### src/rtl/bc_pkg.sv
package bc_pkg;
  parameter int unsigned BC_NCH   = 4;
  parameter int unsigned BC_DW    = 16;
  parameter int unsigned BC_GW    = 16;
  parameter int unsigned BC_GFRAC = 14;
  parameter int unsigned BC_BUSW  = 16;
  parameter int unsigned BC_AW    = 2;

  typedef enum logic [BC_AW-1:0] {
    REG_MASK = 2'd0,
    REG_GAIN = 2'd1
  } reg_addr_e;
endpackage

### src/rtl/bc_cfg_regs.sv
module bc_cfg_regs
  import bc_pkg::*;
#(
  parameter int unsigned NCH  = BC_NCH,
  parameter int unsigned GW   = BC_GW,
  parameter int unsigned BUSW = BC_BUSW,
  parameter int unsigned AW   = BC_AW,
  parameter int unsigned GFRAC = BC_GFRAC
) (
  input  logic            clk_i,
  input  logic            rst_ni,
  input  logic            we_i,
  input  logic [AW-1:0]   addr_i,
  input  logic [BUSW-1:0] wdata_i,
  output logic [BUSW-1:0] rdata_o,
  output logic [NCH-1:0]  mask_o,
  output logic [GW-1:0]   gain_o
);
  localparam logic [GW-1:0] GAIN_ONE = GW'(1) << GFRAC;

  logic [NCH-1:0] mask_q;
  logic [GW-1:0]  gain_q;
  logic           unused_bits;

  assign unused_bits = ^wdata_i[BUSW-1:NCH];

  always_ff @(posedge clk_i or negedge rst_ni) begin
    if (!rst_ni) begin
      mask_q <= '1;
      gain_q <= GAIN_ONE;
    end else if (we_i) begin
      case (addr_i)
        REG_MASK: mask_q <= wdata_i[NCH-1:0];
        REG_GAIN: gain_q <= wdata_i[GW-1:0];
        default: ;
      endcase
    end
  end

  always_comb begin
    rdata_o = '0;
    case (addr_i)
      REG_MASK: rdata_o = BUSW'(mask_q);
      REG_GAIN: rdata_o = BUSW'(gain_q);
      default:  rdata_o = '0;
    endcase
  end

  assign mask_o = mask_q;
  assign gain_o = gain_q;

  p_mask_wr_r9: assert property (@(posedge clk_i) disable iff (!rst_ni)
    (we_i && addr_i == REG_MASK) |=> (mask_o == $past(wdata_i[NCH-1:0])));

  p_ignored_wr_r9: assert property (@(posedge clk_i) disable iff (!rst_ni)
    (we_i && addr_i[1]) |=> ($stable(mask_o) && $stable(gain_o)));
endmodule

### src/rtl/bc_sum_tree.sv
module bc_sum_tree
  import bc_pkg::*;
#(
  parameter int unsigned NCH  = BC_NCH,
  parameter int unsigned DW   = BC_DW,
  parameter int unsigned ACCW = DW + $clog2(NCH)
) (
  input  logic [NCH*DW-1:0]       data_i,
  input  logic [NCH-1:0]          mask_i,
  output logic signed [ACCW-1:0]  sum_o
);
  logic signed [ACCW-1:0] term [NCH];

  for (genvar c = 0; c < NCH; c++) begin : g_term
    assign term[c] = mask_i[c] ? ACCW'($signed(data_i[c*DW +: DW])) : '0;
  end

  always_comb begin
    sum_o = '0;
    for (int c = 0; c < NCH; c++) sum_o = sum_o + term[c];
  end
endmodule

### src/rtl/bc_gain_sat.sv
module bc_gain_sat
  import bc_pkg::*;
#(
  parameter int unsigned ACCW  = BC_DW + 2,
  parameter int unsigned GW    = BC_GW,
  parameter int unsigned GFRAC = BC_GFRAC,
  parameter int unsigned DW    = BC_DW
) (
  input  logic                   clk_i,
  input  logic                   rst_ni,
  input  logic signed [ACCW-1:0] sum_i,
  input  logic [GW-1:0]          gain_i,
  output logic signed [DW-1:0]   res_o
);
  localparam int unsigned PW = ACCW + GW + 1;
  localparam logic signed [PW-1:0] MAXV = PW'((64'sd1 <<< (DW-1)) - 1);
  localparam logic signed [PW-1:0] MINV = ~MAXV;
  localparam logic signed [PW-1:0] HALF = PW'(64'sd1 <<< (GFRAC-1));

  logic signed [PW-1:0] prod;
  logic signed [PW-1:0] rnd;
  logic signed [PW-1:0] scaled;

  assign prod   = PW'(sum_i) * $signed({1'b0, gain_i});
  assign rnd    = prod + HALF;
  assign scaled = rnd >>> GFRAC;

  always_comb begin
    if (scaled > MAXV)      res_o = MAXV[DW-1:0];
    else if (scaled < MINV) res_o = MINV[DW-1:0];
    else                    res_o = scaled[DW-1:0];
  end

  p_sign_keep_r5: assert property (@(posedge clk_i) disable iff (!rst_ni)
    (scaled >= 0) |-> !res_o[DW-1]);

  p_neg_keep_r5: assert property (@(posedge clk_i) disable iff (!rst_ni)
    (scaled < 0) |-> res_o[DW-1]);
endmodule

### src/rtl/beam_combiner.sv
module beam_combiner
  import bc_pkg::*;
#(
  parameter int unsigned NCH   = BC_NCH,
  parameter int unsigned DW    = BC_DW,
  parameter int unsigned GW    = BC_GW,
  parameter int unsigned GFRAC = BC_GFRAC,
  parameter int unsigned BUSW  = BC_BUSW,
  parameter int unsigned AW    = BC_AW
) (
  input  logic              clk_i,
  input  logic              rst_ni,
  input  logic [NCH*DW-1:0] ch_i_i,
  input  logic [NCH*DW-1:0] ch_q_i,
  input  logic [NCH-1:0]    ch_valid_i,
  output logic              ch_ready_o,
  input  logic              cfg_we_i,
  input  logic [AW-1:0]     cfg_addr_i,
  input  logic [BUSW-1:0]   cfg_wdata_i,
  output logic [BUSW-1:0]   cfg_rdata_o,
  output logic [DW-1:0]     out_i_o,
  output logic [DW-1:0]     out_q_o,
  output logic              out_valid_o,
  input  logic              out_ready_i
);
  localparam int unsigned ACCW = DW + $clog2(NCH);
  localparam int unsigned NCMP = 2;

  logic [NCH-1:0]         mask;
  logic [GW-1:0]          gain;
  logic [NCH*DW-1:0]      cmp_data [NCMP];
  logic signed [ACCW-1:0] cmp_sum  [NCMP];
  logic signed [DW-1:0]   cmp_res  [NCMP];
  logic [DW-1:0]          out_q    [NCMP];
  logic                   valid_q;
  logic                   lanes_ok;
  logic                   take;

  bc_cfg_regs #(
    .NCH(NCH), .GW(GW), .BUSW(BUSW), .AW(AW), .GFRAC(GFRAC)
  ) u_regs (
    .clk_i   (clk_i),
    .rst_ni  (rst_ni),
    .we_i    (cfg_we_i),
    .addr_i  (cfg_addr_i),
    .wdata_i (cfg_wdata_i),
    .rdata_o (cfg_rdata_o),
    .mask_o  (mask),
    .gain_o  (gain)
  );

  assign cmp_data[0] = ch_i_i;
  assign cmp_data[1] = ch_q_i;

  for (genvar k = 0; k < NCMP; k++) begin : g_cmp
    bc_sum_tree #(.NCH(NCH), .DW(DW), .ACCW(ACCW)) u_sum (
      .data_i (cmp_data[k]),
      .mask_i (mask),
      .sum_o  (cmp_sum[k])
    );

    bc_gain_sat #(.ACCW(ACCW), .GW(GW), .GFRAC(GFRAC), .DW(DW)) u_gain (
      .clk_i  (clk_i),
      .rst_ni (rst_ni),
      .sum_i  (cmp_sum[k]),
      .gain_i (gain),
      .res_o  (cmp_res[k])
    );

    always_ff @(posedge clk_i or negedge rst_ni) begin
      if (!rst_ni)   out_q[k] <= '0;
      else if (take) out_q[k] <= cmp_res[k];
    end
  end

  // disabled lanes count as always present
  assign lanes_ok   = &(ch_valid_i | ~mask);
  assign ch_ready_o = !valid_q || out_ready_i;
  assign take       = ch_ready_o && lanes_ok;

  always_ff @(posedge clk_i or negedge rst_ni) begin
    if (!rst_ni)          valid_q <= 1'b0;
    else if (take)        valid_q <= 1'b1;
    else if (out_ready_i) valid_q <= 1'b0;
  end

  assign out_valid_o = valid_q;
  assign out_i_o     = out_q[0];
  assign out_q_o     = out_q[1];

  p_hold_r7: assert property (@(posedge clk_i) disable iff (!rst_ni)
    (out_valid_o && !out_ready_i) |=>
      (out_valid_o && $stable(out_i_o) && $stable(out_q_o)));

  p_take_r8: assert property (@(posedge clk_i) disable iff (!rst_ni)
    take |=> out_valid_o);

  p_idle_r3: assert property (@(posedge clk_i) disable iff (!rst_ni)
    (!lanes_ok && ch_ready_o) |=> !out_valid_o);

  p_zero_r6: assert property (@(posedge clk_i) disable iff (!rst_ni)
    (take && mask == '0) |=> (out_i_o == '0 && out_q_o == '0));
endmodule

### config.mk
export PLATFORM = sky130hd
export DESIGN_NAME = beam_combiner
export DESIGN_NICKNAME = d
export VERILOG_FILES = /design/src/rtl/bc_pkg.sv /design/src/rtl/bc_cfg_regs.sv /design/src/rtl/bc_sum_tree.sv /design/src/rtl/bc_gain_sat.sv /design/src/rtl/beam_combiner.sv
export SDC_FILE = /design/constraint.sdc
export NUM_CORES = 2
export LEC_CHECK = 0
export BUFFER_PORTS_ARGS = -buffer_cell sky130_fd_sc_hd__buf_2
export CORE_UTILIZATION = 52
export DETAILED_ROUTE_END_ITERATION = 10
export PLACE_DENSITY_LB_ADDON = 0.15
export SYNTH_ARGS = -nofsm -noshare
export SYNTH_HDL_FRONTEND = slang
export SYNTH_SLANG_ARGS = --single-unit
### constraint.sdc
create_clock -name clk_i -period 30.8 [get_ports clk_i]
set_clock_uncertainty 0.15 [all_clocks]
set_input_delay 1.54 -clock clk_i [delete_from_list [all_inputs] [get_ports clk_i]]
set_output_delay 1.54 -clock clk_i [all_outputs]
set_load 0.005 [all_outputs]
==> impl_metrics.xml <==
<?xml version="1.0" encoding="UTF-8"?>
<metrics>
  <group name="status">
    <metric name="outcome" unit="">finished, violations left</metric>
    <metric name="failed_checks" unit="">DRC</metric>
  </group>
  <group name="floorplan">
    <metric name="total_die_area" unit="µm²">61300</metric>
    <metric name="die-width" unit="µm">248</metric>
    <metric name="core.rowCount" unit="">89</metric>
    <metric name="design.core.area" unit="µm²">59400</metric>
    <metric name="die_height" unit="µm">248</metric>
    <metric name="initial_core_util" unit="%">52.9</metric>
    <metric name="io_pins" unit="">204</metric>
  </group>
  <group name="cts">
    <metric name="clk_latency" unit="ps">350</metric>
    <metric name="cts_resized" unit="">0</metric>
    <metric name="post_cts.repair.setup_buffers" unit="">0</metric>
    <metric name="htree_num_levels" unit="">2</metric>
    <metric name="cts_root_buffer" unit="">clkbuf_16</metric>
    <metric name="cts_made_buffers" unit="">5</metric>
    <metric name="clock-sinks" unit="">53</metric>
    <metric name="tritoncts" unit="">built</metric>
    <metric name="cts.path.max_buffers" unit="">2</metric>
    <metric name="clkSlewWorstSetupHoldPaths" unit="ps">80</metric>
    <metric name="hold_buffers" unit="">0</metric>
  </group>
  <group name="layout">
    <metric name="syn_to_final_growth" unit="%">5.55</metric>
    <metric name="cell_count_final_fillers_out" unit="">4486</metric>
    <metric name="layout-drive-gt1-share" unit="%">9.16</metric>
    <metric name="design.final.nets" unit="">4739</metric>
    <metric name="most_frequent_cells_in_the_layout" unit="">inv_1, fa_1, and2_1, nand2_1, ha_1</metric>
    <metric name="layout.cells.most_common" unit="">inv_1</metric>
  </group>
  <group name="timing">
    <metric name="grt_setup_unrepaired" unit="">false</metric>
    <metric name="timing.final.max_slew_violations" unit="">0</metric>
    <metric name="final.setup.worst_slack" unit="ps">17650</metric>
    <metric name="final-setup-viol-count" unit="">0</metric>
    <metric name="worst_slew_pin_slew" unit="ps">1090</metric>
    <metric name="max_freq" unit="MHz">76.1</metric>
    <metric name="period_needed" unit="ps">13150</metric>
    <metric name="final-hold-violation-count" unit="">0</metric>
    <metric name="timing.slew.headroom" unit="%">26.6</metric>
    <metric name="final_min_period_over_clock_period" unit="%">42.7</metric>
    <metric name="finalSetupTns" unit="ps">0</metric>
  </group>
  <group name="drt">
    <metric name="via_count_normalized_by_instance_count" unit="">5.51</metric>
    <metric name="initialDrtViolationCount" unit="">1409</metric>
    <metric name="post_drt_wl_per_cell" unit="µm">18.5</metric>
    <metric name="ant_nets" unit="">0</metric>
    <metric name="drc" unit="">12</metric>
    <metric name="drtPass1Iterations" unit="">8</metric>
    <metric name="finalWirelength" unit="mm">82.8</metric>
    <metric name="num_vias" unit="">24702</metric>
  </group>
  <group name="global_routing">
    <metric name="grt_max_degree" unit="">91</metric>
    <metric name="total_track_usage" unit="%">28.8</metric>
    <metric name="grt_antenna_before_repair" unit="">2</metric>
    <metric name="first_pass_grt_wire_length" unit="mm">139</metric>
    <metric name="aggregate_global_routing_overflow" unit="">0</metric>
    <metric name="grt_pass1_vias" unit="">26052</metric>
  </group>
  <group name="logic_synthesis">
    <metric name="postSynth.topFlopCell" unit="">dfrtp_1</metric>
    <metric name="synth.yosys.warnings" unit="">0</metric>
    <metric name="synth_area" unit="µm²">31400</metric>
    <metric name="ys_seq_elements" unit="">53</metric>
    <metric name="synthesis.nets" unit="">4707</metric>
    <metric name="avgSynthCellArea" unit="µm²">8.53</metric>
    <metric name="synthDistinctLibCells" unit="">82</metric>
    <metric name="synth_instances" unit="">3677</metric>
    <metric name="seq_area_frac_synth" unit="%">4.25</metric>
    <metric name="synth_edf_count" unit="">0</metric>
    <metric name="synthArstFlopShare" unit="%">100</metric>
  </group>
  <group name="critical_path">
    <metric name="cp.required" unit="ps">30930</metric>
    <metric name="critical_path_arrival" unit="ps">13280</metric>
    <metric name="cp_slowest_stage_delay" unit="ps">960</metric>
    <metric name="crit_slowest_cell" unit="">o311ai_0</metric>
    <metric name="worst-setup-path-type" unit="">in2reg</metric>
    <metric name="critPathBufInv" unit="">7</metric>
    <metric name="path_common_cell" unit="">fa_1</metric>
    <metric name="worstPathMaxFanout" unit="">24</metric>
    <metric name="cp-start-kind" unit="">input port</metric>
    <metric name="worst-r2r-setup-slack" unit="ps">18020</metric>
    <metric name="timing.critical_path.to_type" unit="">flip-flop</metric>
    <metric name="critPathTopFamily" unit="">adder cells</metric>
  </group>
  <group name="placed_design">
    <metric name="hpwlAfterDp" unit="mm">65.3</metric>
    <metric name="place.detailed.instances" unit="">4475</metric>
    <metric name="port_buffers" unit="">203</metric>
    <metric name="globalplace.congestion" unit="">0.871</metric>
    <metric name="dpl_worst_slack" unit="ps">17340</metric>
  </group>
  <group name="flow_run">
    <metric name="max_cap_viol_count" unit="">0</metric>
  </group>
  <group name="min_path">
    <metric name="hold_class" unit="">reg2reg</metric>
  </group>
</metrics>
## path summary, 6_finish.rpt
path                                      to        startpoint  cells after the start
max reg2reg                       out_q_o[5]  u_regs.mask_o[2]                     39
min                              out_q_o[15]       out_q_o[15]                      2
min reg2reg                      out_q_o[15]       out_q_o[15]                      2
max                               out_q_o[5]        ch_q_i[17]                     40
min in group asynchronous  u_regs.gain_o[12]            rst_ni                      2
max in group asynchronous         out_q_o[5]            rst_ni                      2
## registers in the layout, indices dropped and copies added (netlist names)
signal / flops
out_i_o: 16
out_q_o: 16
u_regs.gain_o: 16
u_regs.mask_o: 4
out_valid_o: 1
## worst register-to-register path, delay by kind of cell (launching register included)
| family | cells | cell delay, ps |
|---|---|---|
| DFF | 1 | 930 |
| xor gates and xnor gates | 2 | 860 |
| buffers and inverters | 6 | 530 |
| AOI/OAI and AO/OA | 11 | 3090 |
| and+or+nand+nor | 10 | 2570 |
| adders and majority gates | 10 | 4600 |
## through the flow
| stage | util [%] | cell area, µm² | hold WS, ps |
|---|---|---|---|
| 2_1_floorplan | - | 31400 | 320 |
| 3_3_place_gp | 55.5 | 33000 | 320 |
| 3_5_place_dp | 55.5 | 33000 | 322 |
| 4_1_cts | 55.8 | 33100 | 341 |
| 5_1_grt | 55.8 | 33100 | 379 |
| 6_report | 55.8 | 33100 | 331 |
## metal layers
metal  routed length (µm)  GRT usage, %  part of all wire (%)
met1                35200          37.0                    43
met2                42900          52.6                    52
met5                   12             0                 0.014
met4                 1830          6.98                   2.2
met3                 2880          2.13                   3.5
## Yosys cell counts, types with 22 or more instances
cell | n | area [µm²]
dfrtp_1 | 48 | 1200
nand3_1 | 113 | 566
nand2b_1 | 39 | 244
clkbuf_1 | 208 | 781
o21ai_0 | 31 | 155
and3_1 | 32 | 200
ha_1 | 240 | 3000
fa_1 | 636 | 12700
nor2_1 | 85 | 319
nand3b_1 | 24 | 180
a21o_1 | 36 | 270
o311ai_0 | 22 | 193
o211ai_1 | 34 | 255
xnor2_1 | 64 | 561
and2_1 | 363 | 2270
nand2_1 | 323 | 1210
xor2_1 | 23 | 201
a31oi_1 | 22 | 138
nor3_1 | 62 | 310
nor2b_1 | 26 | 163
nor4_1 | 39 | 244
a21oi_1 | 65 | 325
nand4_1 | 37 | 231
inv_1 | 837 | 3140
## cells by family (layout without fill, tap and decap cells)
kind of cell               Yosys count  after routing  share of synthesized area (%)
xor gates and xnor gates            87             87                           2.43
adders and majority gates          882            882                           50.3
DFF                                 53             53                           4.25
and+or+nand+nor                   1205           1205                           20.5
muxes                               25             25                          0.873
buffers and inverters             1063           1096                           12.8
AOI/OAI and AO/OA                  362            362                           8.80
other                                0              3                              0
## cell type report
| class | instances | area, µm² |
|---|---|---|
| Antenna cell | 3 | 7.51 |
| Clock buffer | 6 | 129 |
| Clock inverter | 2 | 13.8 |
| Fill cell | 5605 | 26200 |
| Inverter | 838 | 3150 |
| Multi-Input combinational cell | 2561 | 26200 |
| Sequential cell | 53 | 1330 |
| Tap cell | 773 | 967 |
| Timing Repair Buffer | 250 | 1370 |
Power is not shown: default switching activity piles up to over one toggle a cycle in this logic, so the estimate is an artifact.
